$ cat src/rtl/ctx_save_pkg.sv
package ctx_save_pkg;

   typedef enum logic [2:0] {
      OP_NONE,
      OP_IRQ,
      OP_CALL,
      OP_RETI,
      OP_RET
   } ctx_op_e;

   // fixed precedence between simultaneous strobes
   function automatic ctx_op_e ctx_decode(input logic irq, input logic call,
                                          input logic reti, input logic ret);
      if (irq)       return OP_IRQ;
      else if (call) return OP_CALL;
      else if (reti) return OP_RETI;
      else if (ret)  return OP_RET;
      return OP_NONE;
   endfunction

endpackage

$ cat src/rtl/ctx_pc_stack.sv
module ctx_pc_stack #(
   parameter int PC_W  = 16,
   parameter int DEPTH = 8
) (
   input  logic            clk,
   input  logic            rst_n,
   input  logic            push,
   input  logic            pop,
   input  logic [PC_W-1:0] push_pc,
   output logic [PC_W-1:0] pop_pc,
   output logic            pop_valid,
   output logic            overflow,
   output logic            underflow
);
   localparam int PTR_W = (DEPTH > 1) ? $clog2(DEPTH) : 1;
   localparam int CNT_W = $clog2(DEPTH + 1);
   localparam logic [PTR_W-1:0] LAST = PTR_W'(DEPTH - 1);
   localparam logic [CNT_W-1:0] FULL = CNT_W'(DEPTH);

   logic [PC_W-1:0]  mem [DEPTH];
   logic [PTR_W-1:0] wr_ptr;
   logic [PTR_W-1:0] top_ptr;
   logic [PTR_W-1:0] nxt_ptr;
   logic [CNT_W-1:0] count;
   logic             empty;

   assign top_ptr = (wr_ptr == '0) ? LAST : wr_ptr - 1'b1;
   assign nxt_ptr = (wr_ptr == LAST) ? '0 : wr_ptr + 1'b1;
   assign empty   = (count == '0);

   always_ff @(posedge clk or negedge rst_n) begin
      if (!rst_n) begin
         for (int i = 0; i < DEPTH; i++) mem[i] <= '0;
         wr_ptr    <= '0;
         count     <= '0;
         pop_pc    <= '0;
         pop_valid <= 1'b0;
         overflow  <= 1'b0;
         underflow <= 1'b0;
      end else begin
         pop_valid <= pop;
         underflow <= pop && empty;
         if (push) begin
            // circular storage: a full stack overwrites its oldest slot
            mem[wr_ptr] <= push_pc;
            wr_ptr      <= nxt_ptr;
            if (count == FULL) overflow <= 1'b1;
            else               count    <= count + 1'b1;
         end else if (pop && !empty) begin
            pop_pc <= mem[top_ptr];
            wr_ptr <= top_ptr;
            count  <= count - 1'b1;
         end
      end
   end
endmodule

$ cat src/rtl/ctx_shadow_bank.sv
module ctx_shadow_bank #(
   parameter int DATA_W = 16,
   parameter int NUM    = 11
) (
   input  logic                  clk,
   input  logic                  rst_n,
   input  logic                  capture,
   input  logic                  restore,
   input  logic [NUM*DATA_W-1:0] live_flat,
   output logic [NUM*DATA_W-1:0] rest_flat,
   output logic                  rest_valid
);
   always_ff @(posedge clk or negedge rst_n) begin
      if (!rst_n) rest_valid <= 1'b0;
      else        rest_valid <= restore;
   end

   for (genvar g = 0; g < NUM; g++) begin : g_slot
      logic [DATA_W-1:0] shadow_q;

      always_ff @(posedge clk or negedge rst_n) begin
         if (!rst_n)       shadow_q <= '0;
         else if (capture) shadow_q <= live_flat[g*DATA_W +: DATA_W];
      end

      always_ff @(posedge clk or negedge rst_n) begin
         if (!rst_n)       rest_flat[g*DATA_W +: DATA_W] <= '0;
         else if (restore) rest_flat[g*DATA_W +: DATA_W] <= shadow_q;
      end
   end
endmodule

$ cat src/rtl/ctx_save_unit.sv
module ctx_save_unit
   import ctx_save_pkg::*;
#(
   parameter int PC_W    = 16,
   parameter int DATA_W  = 16,
   parameter int DEPTH   = 8,
   parameter int NUM_REG = 11
) (
   input  logic                      clk,
   input  logic                      rst_n,
   input  logic                      irq_take,
   input  logic                      call_push,
   input  logic                      reti_pop,
   input  logic                      ret_pop,
   input  logic [PC_W-1:0]           push_pc,
   input  logic [NUM_REG*DATA_W-1:0] live_regs,
   output logic [PC_W-1:0]           ret_pc,
   output logic                      ret_pc_valid,
   output logic                      overflow,
   output logic                      underflow,
   output logic [NUM_REG*DATA_W-1:0] restore_regs,
   output logic                      restore_valid
);
   if (DEPTH < 2)   $error("ctx_save_unit: DEPTH must be at least 2");
   if (PC_W < 1)    $error("ctx_save_unit: PC_W must be positive");
   if (DATA_W < 1)  $error("ctx_save_unit: DATA_W must be positive");
   if (NUM_REG < 1) $error("ctx_save_unit: NUM_REG must be positive");

   ctx_op_e op;
   logic    do_push, do_pop, do_cap, do_rest;

   assign op      = ctx_decode(irq_take, call_push, reti_pop, ret_pop);
   assign do_push = (op == OP_IRQ) || (op == OP_CALL);
   assign do_pop  = (op == OP_RETI) || (op == OP_RET);
   assign do_cap  = (op == OP_IRQ);
   assign do_rest = (op == OP_RETI);

   ctx_pc_stack #(.PC_W(PC_W), .DEPTH(DEPTH)) u_stack (
      .clk       (clk),
      .rst_n     (rst_n),
      .push      (do_push),
      .pop       (do_pop),
      .push_pc   (push_pc),
      .pop_pc    (ret_pc),
      .pop_valid (ret_pc_valid),
      .overflow  (overflow),
      .underflow (underflow)
   );

   ctx_shadow_bank #(.DATA_W(DATA_W), .NUM(NUM_REG)) u_shadow (
      .clk        (clk),
      .rst_n      (rst_n),
      .capture    (do_cap),
      .restore    (do_rest),
      .live_flat  (live_regs),
      .rest_flat  (restore_regs),
      .rest_valid (restore_valid)
   );
endmodule

$ cat config.mk
export PLATFORM = sky130hd
export DESIGN_NAME = ctx_save_unit
export DESIGN_NICKNAME = d
export VERILOG_FILES = /design/src/rtl/ctx_save_pkg.sv /design/src/rtl/ctx_pc_stack.sv /design/src/rtl/ctx_shadow_bank.sv /design/src/rtl/ctx_save_unit.sv
export SDC_FILE = /design/constraint.sdc
export NUM_CORES = 1
export LEC_CHECK = 0
export BUFFER_PORTS_ARGS = -buffer_cell sky130_fd_sc_hd__buf_2
export CAP_MARGIN = 15
export CORE_MARGIN = 4
export CORE_UTILIZATION = 45
export CTS_CLUSTER_SIZE = 12
export DETAILED_ROUTE_END_ITERATION = 7
export PLACE_DENSITY_LB_ADDON = 0.2
export SLEW_MARGIN = 20
export SYNTH_ARGS = -nofsm -noshare
export SYNTH_HDL_FRONTEND = slang
export SYNTH_SLANG_ARGS = --single-unit
$ cat constraint.sdc
create_clock -name clk -period 2.16 [get_ports clk]
set_input_delay 0.432 -clock clk [delete_from_list [all_inputs] [get_ports clk]]
set_output_delay 0.432 -clock clk [all_outputs]
set_load 0.05 [all_outputs]
After elaboration in Yosys (flattened, before gate mapping):

Index checks and enable logic that the tools add are counted.

* word-level logic and storage cells: 88
* input port bits: 198
* output and inout port bits: 196
* bits in registers: 507

* equal/unequal tests: 7
* bitwise operators: 3
* reductions and logical operators: 12
* $add $sub $neg: 4
* muxes and demuxes: 22
* $lt $le $gt $ge: 3

Operator list (number)
* $bwmux W128: 1
* $bmux W16 S3: 1
* $demux W16 S3: 1
* $mux W16: 3
* $mux W3: 9
* $mux W4: 3
* $ge A4 B4 Y1 const B: 2
* $not A3 Y4: 2
* $eq A3 B2 Y1 const B: 2
* $eq A3 B3 Y1 const B: 2
* $reduce_and A2 Y1: 3
* $add A4 B1 Y4 const B: 1
* $eq A4 B4 Y1 const B: 1
* $logic_not A4 Y1: 1
* $lt A4 B1 Y1 const B: 1
* $mux W1: 4
* $sub A4 B1 Y4 const B: 1
* $add A3 B1 Y3 const B: 1
* $eq A3 B1 Y1 const B: 1
* $logic_and A1 B1 Y1: 3
* $logic_not A3 Y1: 1
* $sub A3 B1 Y3 const B: 1
* $logic_or A1 B1 Y1: 2
* $ne A2 B2 Y1 const B: 1
* other kinds (3): 3

Longest topological paths before layout:

Gate-level depths: netlist (run 1).

* word-level depth: 10
* gate-level depth with buffers: 9
* mapped depth without buffers: 7

Modules after synthesis:

A second synthesis (run 1) with hierarchy kept.

* cell total of the unflattened synthesis: 1349
* area, all modules: 21749.6 um^2

Modules (own cells, without submodules)
* ctx_shadow_bank: sequential area each 8833.5 um^2, times used 1, cells an instance 745, area each 14261.2 um^2
* ctx_pc_stack: sequential area each 3853.7 um^2, times used 1, cells an instance 598, area each 7458.4 um^2
* ctx_save_unit: sequential area each 0.0 um^2, times used 1, cells an instance 6, area each 30.0 um^2

Worst setup path after synthesis (run 1):

Ideal clock, no wire load.

* path type: register to register
* from: register u_stack.wr_ptr[1]
* to: register u_stack.pop_pc[10]
* required time: 2.036 ns
* arrival time: 2.043 ns
* cell stages (with the launch flop): 9
* setup time: 0.124 ns
* path slack: -0.007 ns
* path buffers: 2
* clock period less this slack: 2.167 ns
* cells stage by stage: dfrtp_1 -> clkinv_1 -> ha_1 -> ha_1 -> nor2b_1 -> clkbuf_1 -> clkbuf_1 -> a32o_1 -> o31ai_2

* longest elaborated chain between the ends: 6
* elaborated cells between the ends (all ways): 7
* those cells by class: 1 x add/sub; 4 x mux; 1 x bitwise; 1 x reduce/logical

Ends and longest elaborated chain
* start: declaration: RTL line ctx_pc_stack.sv:21 `logic [PTR_W-1:0] wr_ptr;`
* start signal: assignment: RTL line ctx_pc_stack.sv:46 `wr_ptr <= nxt_ptr;`
* start signal: assignment: RTL line ctx_pc_stack.sv:51 `wr_ptr <= top_ptr;`
* $sub A3 B1 Y3 / $logic_not A3 Y1 (equally long branches): RTL line ctx_pc_stack.sv:27 `assign top_ptr = (wr_ptr == '0) ? LAST : wr_ptr - 1'b1;`
* $mux W3 (*): RTL line ctx_pc_stack.sv:27
* $not A3 Y4 (implied by the code) (*): RTL line ctx_pc_stack.sv:50 `pop_pc <= mem[top_ptr];`
* $bmux W16 S3 (*): RTL line ctx_pc_stack.sv:50
* $mux W16 (implied by the code) (*) (2 in a row): RTL line ctx_pc_stack.sv:50
* end signal: assignment: RTL line ctx_pc_stack.sv:50
* end: declaration: RTL line ctx_pc_stack.sv:10 `output logic [PC_W-1:0] pop_pc,`

Mark *: on every way between the ends. The rest lies on a longest branch, timed or not. The select of a mux whose other input is x is not followed.
A chain may end at the register's enable or synchronous reset.

Worst setup path in the final report (run 1):

* from: register u_stack.wr_ptr[1]
* to: register u_stack.pop_pc[4]

Same word-level chain as after synthesis.

==> results.sh, run 1 <==
export IMPL_status="finished clean"
export IMPL_mostFrequentLayoutCells="dfrtp_1, mux2_2, buf_2"
export IMPL_max_freq_mhz=496
export IMPL_first_pass_iters=7
export IMPL_die_y_um=220
export IMPL_finalHoldViolCount=0
export IMPL_fin_crit_sh=0.934
export IMPL_nets=1919
export IMPL_fin_skew_ps=9.06
export IMPL_required_ps=2650
export IMPL_reg2reg_depth=8
export IMPL_yosysWarnings=0
export IMPL_overflow=0
export IMPL_grt_pass1_vias=13200
export IMPL_crit_slowest_cell="dfrtp_1"
export IMPL_die_area_sq_mm=0.0483
export IMPL_leakagePower_nw=11.4
export IMPL_critical_path_class="reg2reg"
export IMPL_fillers=3685
export IMPL_path_common_cell="ha_1"
export IMPL_core_sq_mm=0.0443
export IMPL_cts_made_buffers=54
export IMPL_drive_gt1_frac=0.588
export IMPL_drt_iter0_drc=484
export IMPL_pre_cts_slack_ps=103
export IMPL_instances_no_fill=2352
export IMPL_max_slew_margin_rel=0.671
export IMPL_setup_worst_path_start_class="register"
export IMPL_r2r_start="u_stack.wr_ptr[1]"
export IMPL_io_buffers=393
export IMPL_gp_congestion=0.774
export IMPL_worstPathArrival_ps=2500
export IMPL_clkTransAtPathRegs_ps=60
export IMPL_dp_cells=2249
export IMPL_power_density_mw_per_mm2=1400
export IMPL_grt_max_degree=72
export IMPL_post_route_min_period_ps=2020
export IMPL_die_w_um=220
export IMPL_antenna_found_initial=19
export IMPL_syn_area_per_cell_sq_um=15.8
export IMPL_cts_path_max_buffers=3
export IMPL_start_util=0.455
export IMPL_cts_sinks=507
export IMPL_syn_area_sq_mm=0.0202
export IMPL_drc=0
export IMPL_synth_edf_count=0
export IMPL_viasPerCell=5.18
export IMPL_routed_wl_um=49600
export IMPL_crit_chain="clkinv_1, ha_1, ha_1, nor2b_4, buf_6, nand2_1, a32o_1, o31ai_2"
export IMPL_syn2layout_area_growth_pct=23.7
export IMPL_path_delay_family="compound AO/OA/AOI/OAI gates"
export IMPL_synth_top_area_cell="dfrtp_1"
export IMPL_whs_path_depth=2
export IMPL_worstMarginPinSlew_ps=493
export IMPL_root_buffer="clkbuf_16"
export IMPL_reg2reg_to="u_stack.pop_pc[4]"
export IMPL_critPathBufInv=2
export IMPL_maxCapViolCount=0
export IMPL_hold_path_startpoint="live_regs[123]"
export IMPL_synthArstFlopShare=1.00
export IMPL_synthTopCellsByArea="dfrtp_1, mux2_2, mux2i_1, a32o_1, nand2_1"
export IMPL_ant_nets=0
export IMPL_synth_ff_type="dfrtp_1"
export IMPL_slowest_delay_ps=360
export IMPL_ys_seq_area_frac=0.629
export IMPL_syn_nets=1483
export IMPL_crit_path_end_kind="register"
export IMPL_cts_tree="yes"
export IMPL_syn_inst=1278
export IMPL_synth_top_area_share=0.629
export IMPL_placed_area_sq_mm=0.0232
export IMPL_yosys_cell_types_count=41
export IMPL_min_delay_path_class="in2reg"
export IMPL_hold_path_end="u_shadow.g_slot[7].shadow_q[11]"
export IMPL_io_pins=394
export IMPL_h_tree_depth=2
export IMPL_dpl_hpwl_um=33800
export IMPL_rsz0062_at_grt="no"
export IMPL_fp_row_count=77
export IMPL_vdd_drop_max_v=0.000787
export IMPL_setup_viol=0
export IMPL_finalWorstSetupSlack_ps=143
export IMPL_grt_usage=0.205
export IMPL_clkLatencyLatePin_ps=590
export IMPL_final_common_cell="dfrtp_1"
export IMPL_worst_path_max_fanout=16
export IMPL_fin_setup_tns_ps=0
export IMPL_fin_area_sq_mm=0.0250
export IMPL_grt_pass1_wl_um=76700
export IMPL_regToRegSetupSlack_ps=140
export IMPL_dr_total_vias=12200
export IMPL_ys_ff_latch=507
export IMPL_cts_setup_buffers=0
export IMPL_routedWlPerCell_um=21.1
export IMPL_slew_viol_final=0
cells by family after synthesis:
family,after synthesis,synth area share
xor+xnor,3,0.00130
flops,507,0.629
buf+inv,76,0.0246
mux,517,0.287
fa+ha+maj,7,0.00471
simple gates,110,0.0253
compound gates,58,0.0285
flip-flops by register name (all words and copies together) (netlist names):
name,flops
u_stack.wr_ptr,3
u_shadow.rest_flat,176
u_stack.underflow,1
u_stack.count,4
u_shadow.g_slot.shadow_q,176
u_stack.pop_pc,16
u_stack.mem,128
u_stack.pop_valid,1
u_shadow.rest_valid,1
u_stack.overflow,1
synth_stat cells (all sizes together) (3+ instances only):
cell type and instances:
mux2 483, nand4 3, nor2b 3, nor2 6
mux2i 33, clkbuf 24, a21oi 3, a32o 32
ha 6, o31ai 16, nand2 85, nor3 5
dfrtp 507, buf 47, inv 4
routing by layer:
layer / GRT usage / wire [um] / part of all wire
met1: 0.255 / 19900 / 0.40
met3: 0.0716 / 3790 / 0.076
met2: 0.339 / 24400 / 0.49
met5: 0 / 159 / 0.0032
met4: 0.0668 / 1340 / 0.027
where the power goes:
group	switching, mW	leakage [nW]	internal [mW]
Clock	3.65	0.861	5.41
Sequential	1.33	6.00	12.1
Combinational	7.61	4.51	4.89
per-stage QoR:
| step | power, mW | hold slack [ps] | util |
|---|---|---|---|
| floorplan | 22.3 | 136 | - |
| CTS | 35.3 | 28.2 | 0.563 |
| detailed placement | 26.1 | 395 | 0.523 |
| global route | 36.7 | 41.1 | 0.563 |
| finish | 35.0 | 66.4 | 0.563 |
| global placement | 25.8 | 402 | 0.523 |
worst max path at each step:
stage                                 start  cells after the start            endpoint
after CTS                 u_stack.wr_ptr[1]                      8   u_stack.pop_pc[4]
after global placement            call_push                      7   u_stack.wr_ptr[1]
after detailed placement  u_stack.wr_ptr[1]                      8   u_stack.pop_pc[4]
after global routing      u_stack.wr_ptr[1]                      8   u_stack.pop_pc[4]
final                     u_stack.wr_ptr[1]                      8   u_stack.pop_pc[4]
after floorplan           u_stack.wr_ptr[1]                      8  u_stack.pop_pc[10]
final cells by class:
type	instances	area, sq um	area share
antenna	8	20.0	0.000802
clock buffer	85	1640	0.0657
clock inverter	9	120	0.00481
inverter	5	21.3	0.000852
multi-input combinational	695	7010	0.281
sequential	507	12700	0.508
tap	592	741	0.0297
timing repair buffer	451	2730	0.109
what timing repair did:
action | in CTS | in global routing
endpoints found under the setup margin | 0 | 2
gates resized for setup | 0 | 1
hold endpoints to repair | 34 | 0
hold buffers | 1 | 0
Power figures use the tool's default switching activity.
==> inputs of run 2 (changes only) <==
- CTS_CLUSTER_SIZE: 12 -> 25
- PLACE_DENSITY: not set -> 0.76
- PLACE_DENSITY_LB_ADDON: 0.2 -> not set
- SKIP_CTS_REPAIR_TIMING: not set -> 1
==> run 2 against run 1 <==
Net effect:
- via count grew 0.65%
- critical path depth is the same
- total power grew 1.8%
- critical path type unchanged
- critical endpoint is now u_stack.pop_pc[10]
- largest cell class unchanged
- largest power group unchanged
- highest routed layer unchanged
==> results.sh, run 2 (same netlist as run 1, synthesis figures left out) <==
export IMPL_syn2layout_area_growth_pct=24.3
export IMPL_clkTransAtPathRegs_ps=60
export IMPL_crit_slowest_cell="dfrtp_1"
export IMPL_reg_top3="u_shadow.g_slot.shadow_q x176, u_shadow.rest_flat x176, u_stack.mem x128"
export IMPL_vdd_drop_max_v=0.000916
export IMPL_worstPathArrival_ps=2490
export IMPL_grt_pass1_wl_um=77300
export IMPL_instances_no_fill=2352
export IMPL_grt_max_degree=177
export IMPL_wl_met1_um=18700
export IMPL_viasPerCell=5.21
export IMPL_crit_chain="clkinv_1, ha_1, ha_1, nor2b_4, buf_12, nand2_1, a32o_1, o31ai_2"
export IMPL_critPathBufInv=2
export IMPL_worst_path_max_fanout=25
export IMPL_cts_made_buffers=52
export IMPL_status="finished clean"
export IMPL_io_buffers=393
export IMPL_final_common_cell="dfrtp_1"
export IMPL_h_tree_depth=2
export IMPL_overflow=0
export IMPL_whs_path_depth=2
export IMPL_top_layer="met5"
export IMPL_setup_viol=0
export IMPL_gp_congestion=0.785
export IMPL_max_freq_mhz=502
export IMPL_drt_iter0_drc=670
export IMPL_root_buffer="clkbuf_16"
export IMPL_dpl_hpwl_um=33900
export IMPL_critical_path_class="reg2reg"
export IMPL_worstMarginPinSlew_ps=1200
export IMPL_routed_wl_um=49300
export IMPL_nets=1910
export IMPL_path_delay_family="compound AO/OA/AOI/OAI gates"
export IMPL_leakagePower_nw=11.4
export IMPL_min_delay_path_class="in2reg"
export IMPL_die_area_sq_mm=0.0483
export IMPL_wl_met3_um=4520
export IMPL_core_sq_mm=0.0443
export IMPL_grt_pass1_vias=13700
export IMPL_mostFrequentLayoutCells="dfrtp_1, mux2_2, buf_2"
export IMPL_finalHoldViolCount=0
export IMPL_antenna_found_initial=17
export IMPL_first_pass_iters=4
export IMPL_die_y_um=220
export IMPL_fin_skew_ps=15.1
export IMPL_slew_viol_final=0
export IMPL_dp_cells=2242
export IMPL_rsz0062_at_grt="no"
export IMPL_start_util=0.455
export IMPL_dr_total_vias=12300
export IMPL_route_met2_wl_um=24400
export IMPL_power_density_mw_per_mm2=1420
export IMPL_holdWs_ps=59.5
export IMPL_fp_row_count=77
export IMPL_clkLatencyLatePin_ps=600
export IMPL_path_common_cell="ha_1"
export IMPL_crit_path_end_kind="register"
export IMPL_cp_num_cells=8
export IMPL_drive_gt1_frac=0.590
export IMPL_die_w_um=220
export IMPL_grt_usage=0.204
export IMPL_fin_setup_tns_ps=0
export IMPL_multi_input_comb_area_sq_mm=0.00701
export IMPL_routedWlPerCell_um=20.9
export IMPL_ant_nets=0
export IMPL_cts_tree="yes"
export IMPL_post_route_min_period_ps=1990
export IMPL_cts_path_max_buffers=3
export IMPL_register_area_sq_mm=0.0127
export IMPL_io_pins=394
export IMPL_maxCapViolCount=0
export IMPL_fin_crit_sh=0.922
export IMPL_slowest_delay_ps=360
export IMPL_fillers=3549
export IMPL_required_ps=2660
export IMPL_max_slew_margin_rel=0.197
export IMPL_cts_sinks=507
export IMPL_reg2reg_depth=8
export IMPL_drc=0
export IMPL_setup_worst_path_start_class="register"
-- run 2: cell count changes in the layout (fill, tap and decap cells not counted), sizes merged, moves of 2 or more --
cell,change
buf,-7
bufinv,+6
clkbuf,-8
clkinv,+3
diode,+5
inv,+2
-- run 2: path summary, 6_finish.rpt --
kind | start | to | slack [ps]
min reg2reg | u_stack.overflow | u_stack.overflow | 470
max | u_stack.wr_ptr[1] | u_stack.pop_pc[10] | 170
max reg2reg | u_stack.wr_ptr[1] | u_stack.pop_pc[10] | 170
max in group asynchronous | rst_n | u_shadow.rest_flat[43] | 870
min in group asynchronous | rst_n | u_stack.mem[33] | 390
min | live_regs[5] | u_shadow.g_slot[0].shadow_q[5] | 60
-- run 2: worst register-to-register path: stages (launching register included) --
cell and delay [ps]:
dfrtp_1 360, clkinv_1 90, ha_1 190, ha_1 230, nor2b_4 210, buf_12 220
nand2_1 120, a32o_1 280, o31ai_2 210
-- run 2: through the flow --
stage / area (sq um) / total power, mW / worst slack, ps / util
2_1_floorplan: 20200 / 22.3 / 5.50 / -
3_3_place_gp: 23100 / 25.6 / 187 / 0.522
3_5_place_dp: 23100 / 26.1 / 150 / 0.522
4_1_cts: 25000 / 35.9 / 120 / 0.565
5_1_grt: 25100 / 37.3 / 24.9 / 0.566
6_report: 25100 / 35.6 / 169 / 0.566
-- run 2: cell type report --
cell class              instances  area share
clock inverters                19      0.0142
clock buffers                  77      0.0616
inverters                       5    0.000848
flip-flops and latches        507       0.506
multi-input cells             695       0.279
well taps                     592      0.0295
repair buffers                444       0.108
diodes                         13     0.00130
-- run 2: per-layer routing --
metal | vias up | track usage
met2 | 401 | 0.335
met4 | 12 | 0.0743
li1 | 5442 | -
met3 | 101 | 0.0786
met1 | 6302 | 0.246
met5 | - | 0
-- run 2: where the power goes --
group / switching [mW] / internal [mW]
Combinational: 7.63 / 4.84
Sequential: 1.39 / 12.1
Clock: 3.73 / 5.94
==> inputs of run 3 (changes only) <==
--- a/config.mk
+++ b/config.mk
@@ -8,8 +8,10 @@
 export BUFFER_PORTS_ARGS = -buffer_cell sky130_fd_sc_hd__buf_2
 export CAP_MARGIN = 15
+export CORE_ASPECT_RATIO = 1.5
 export CORE_MARGIN = 4
 export CORE_UTILIZATION = 45
 export CTS_CLUSTER_SIZE = 25
 export DETAILED_ROUTE_END_ITERATION = 7
+export MAX_ROUTING_LAYER = met4
 export PLACE_DENSITY = 0.76
 export SKIP_CTS_REPAIR_TIMING = 1
==> constraint.sdc (replaced) <==
create_clock -name clk -period 2.16 [get_ports clk]
set_input_delay 0.432 -clock clk [delete_from_list [all_inputs] [get_ports clk]]
set_output_delay 0.432 -clock clk [all_outputs]
set_load 0.005 [all_outputs]
==> run 3 against run 2 <==
Net effect:
- design area down 0.85%
- hold slack improved by 40 ps
- total power is 13% lower
- critical path type unchanged
- largest cell class unchanged
- highest routed layer is now met4
==> results.sh, run 3 (same netlist as run 1, synthesis figures left out) <==
export IMPL_gp_congestion=0.871
export IMPL_instances_no_fill=2342
export IMPL_max_freq_mhz=489
export IMPL_slew_viol_final=0
export IMPL_overflow=0
export IMPL_post_route_min_period_ps=2040
export IMPL_cts_made_buffers=48
export IMPL_dp_cells=2238
export IMPL_dpl_hpwl_um=34000
export IMPL_power_density_mw_per_mm2=1240
export IMPL_io_buffers=393
export IMPL_die_w_um=181
export IMPL_final_common_cell="dfrtp_1"
export IMPL_grt_max_degree=73
export IMPL_grt_pass1_vias=14000
export IMPL_min_delay_path_class="in2reg"
export IMPL_finalHoldViolCount=0
export IMPL_fin_skew_ps=24.8
export IMPL_maxCapViolCount=0
export IMPL_worstMarginPinSlew_ps=418
export IMPL_clkLatencyLatePin_ps=560
export IMPL_required_ps=2630
export IMPL_grt_pass1_wl_um=76300
export IMPL_leakagePower_nw=11.3
export IMPL_h_tree_depth=2
export IMPL_mostFrequentLayoutCells="dfrtp_1, mux2_2, buf_2"
export IMPL_dr_total_vias=12200
export IMPL_cts_tree="yes"
export IMPL_setup_viol=0
export IMPL_grt_usage=0.204
export IMPL_fin_crit_sh=0.946
export IMPL_start_util=0.458
export IMPL_core_sq_mm=0.0441
export IMPL_ant_nets=0
export IMPL_viasPerCell=5.22
export IMPL_drt_iter0_drc=493
export IMPL_routed_wl_um=48800
export IMPL_io_pins=394
export IMPL_register_area_sq_mm=0.0127
export IMPL_rsz0062_at_grt="no"
export IMPL_multi_input_comb_area_sq_mm=0.00701
export IMPL_worst_path_max_fanout=17
export IMPL_root_buffer="clkbuf_16"
export IMPL_first_pass_iters=4
export IMPL_critical_path_class="reg2reg"
export IMPL_die_y_um=267
export IMPL_die_area_sq_mm=0.0484
export IMPL_routedWlPerCell_um=20.8
export IMPL_syn2layout_area_growth_pct=23.3
export IMPL_nets=1918
export IMPL_drc=0
export IMPL_holdWs_ps=99.2
export IMPL_fillers=3500
export IMPL_reg_top3="u_shadow.g_slot.shadow_q x176, u_shadow.rest_flat x176, u_stack.mem x128"
export IMPL_worstPathArrival_ps=2510
export IMPL_cts_path_max_buffers=3
export IMPL_clkTransAtPathRegs_ps=70
export IMPL_vdd_drop_max_v=0.000799
export IMPL_fp_row_count=94
export IMPL_cts_sinks=507
export IMPL_setup_worst_path_start_class="register"
export IMPL_antenna_found_initial=14
export IMPL_drive_gt1_frac=0.589
export IMPL_status="finished clean"
export IMPL_max_slew_margin_rel=0.719
export IMPL_crit_path_end_kind="register"
export IMPL_fin_setup_tns_ps=0
## run 3: changes by cell type in the layout (fill, tap and decap cells not counted), sizes merged
cell and delta:
clkinvlp +3, bufinv -8, diode +2, inv -2, clkbuf -1, buf +12
## run 3: cell type report
| class | count | area share |
|---|---|---|
| antenna | 15 | 0.00151 |
| clock buffer | 76 | 0.0599 |
| clock inverter | 12 | 0.00347 |
| inverter | 5 | 0.000855 |
| multi-input combinational | 695 | 0.282 |
| sequential | 507 | 0.510 |
| tap | 576 | 0.0290 |
| timing repair buffer | 456 | 0.114 |
## run 3: final timing paths
| kind | start | endpoint | slack (ps) | depth (start not counted) |
|---|---|---|---|---|
| min in group asynchronous | rst_n | u_shadow.g_slot[9].shadow_q[2] | 360 | 2 |
| setup / recovery | u_stack.wr_ptr[1] | u_stack.pop_pc[3] | 120 | 8 |
| setup reg to reg | u_stack.wr_ptr[1] | u_stack.pop_pc[3] | 120 | 8 |
| hold reg to reg | u_stack.pop_pc[14] | u_stack.pop_pc[14] | 490 | 2 |
| max in group asynchronous | rst_n | u_shadow.g_slot[1].shadow_q[7] | 990 | 4 |
| hold / removal | live_regs[96] | u_shadow.g_slot[6].shadow_q[0] | 100 | 2 |
## run 3: metrics by stage
step | utilization | setup slack [ps] | area (sq um) | power [mW]
2_1_floorplan | - | 5.50 | 20200 | 19.1
3_3_place_gp | 0.527 | 157 | 23200 | 22.3
3_5_place_dp | 0.527 | 113 | 23200 | 22.8
4_1_cts | 0.563 | 125 | 24800 | 31.2
5_1_grt | 0.564 | 4.43 | 24900 | 32.5
6_report | 0.564 | 116 | 24900 | 30.9
## run 3: worst max-delay path: stages, from the launching register on
cell      delay [ps]
dfrtp_1          350
clkinv_1          80
ha_1             180
ha_1             230
nor2b_4          210
buf_4            300
nand2_1           80
a32o_1           270
o31ai_2          230
## run 3: routing by layer
| metal | vias to the layer above | global-route usage | wire (um) | part of all wire |
|---|---|---|---|---|
| li1 | 5466 | - | - | - |
| met4 | 0 | 0.0840 | 2240 | 0.046 |
| met1 | 6249 | 0.219 | 17900 | 0.37 |
| met3 | 120 | 0.0610 | 3640 | 0.075 |
| met2 | 399 | 0.353 | 25100 | 0.51 |
| met5 | - | - | 0 | 0 |
## run 3: where the power goes
part | switching [mW] | total, mW | internal, mW
registers | 1.40 | 13.5 | 12.1
logic | 4.30 | 9.10 | 4.81
clock network | 3.58 | 8.31 | 4.74
total | 9.27 | 30.9 | 21.6
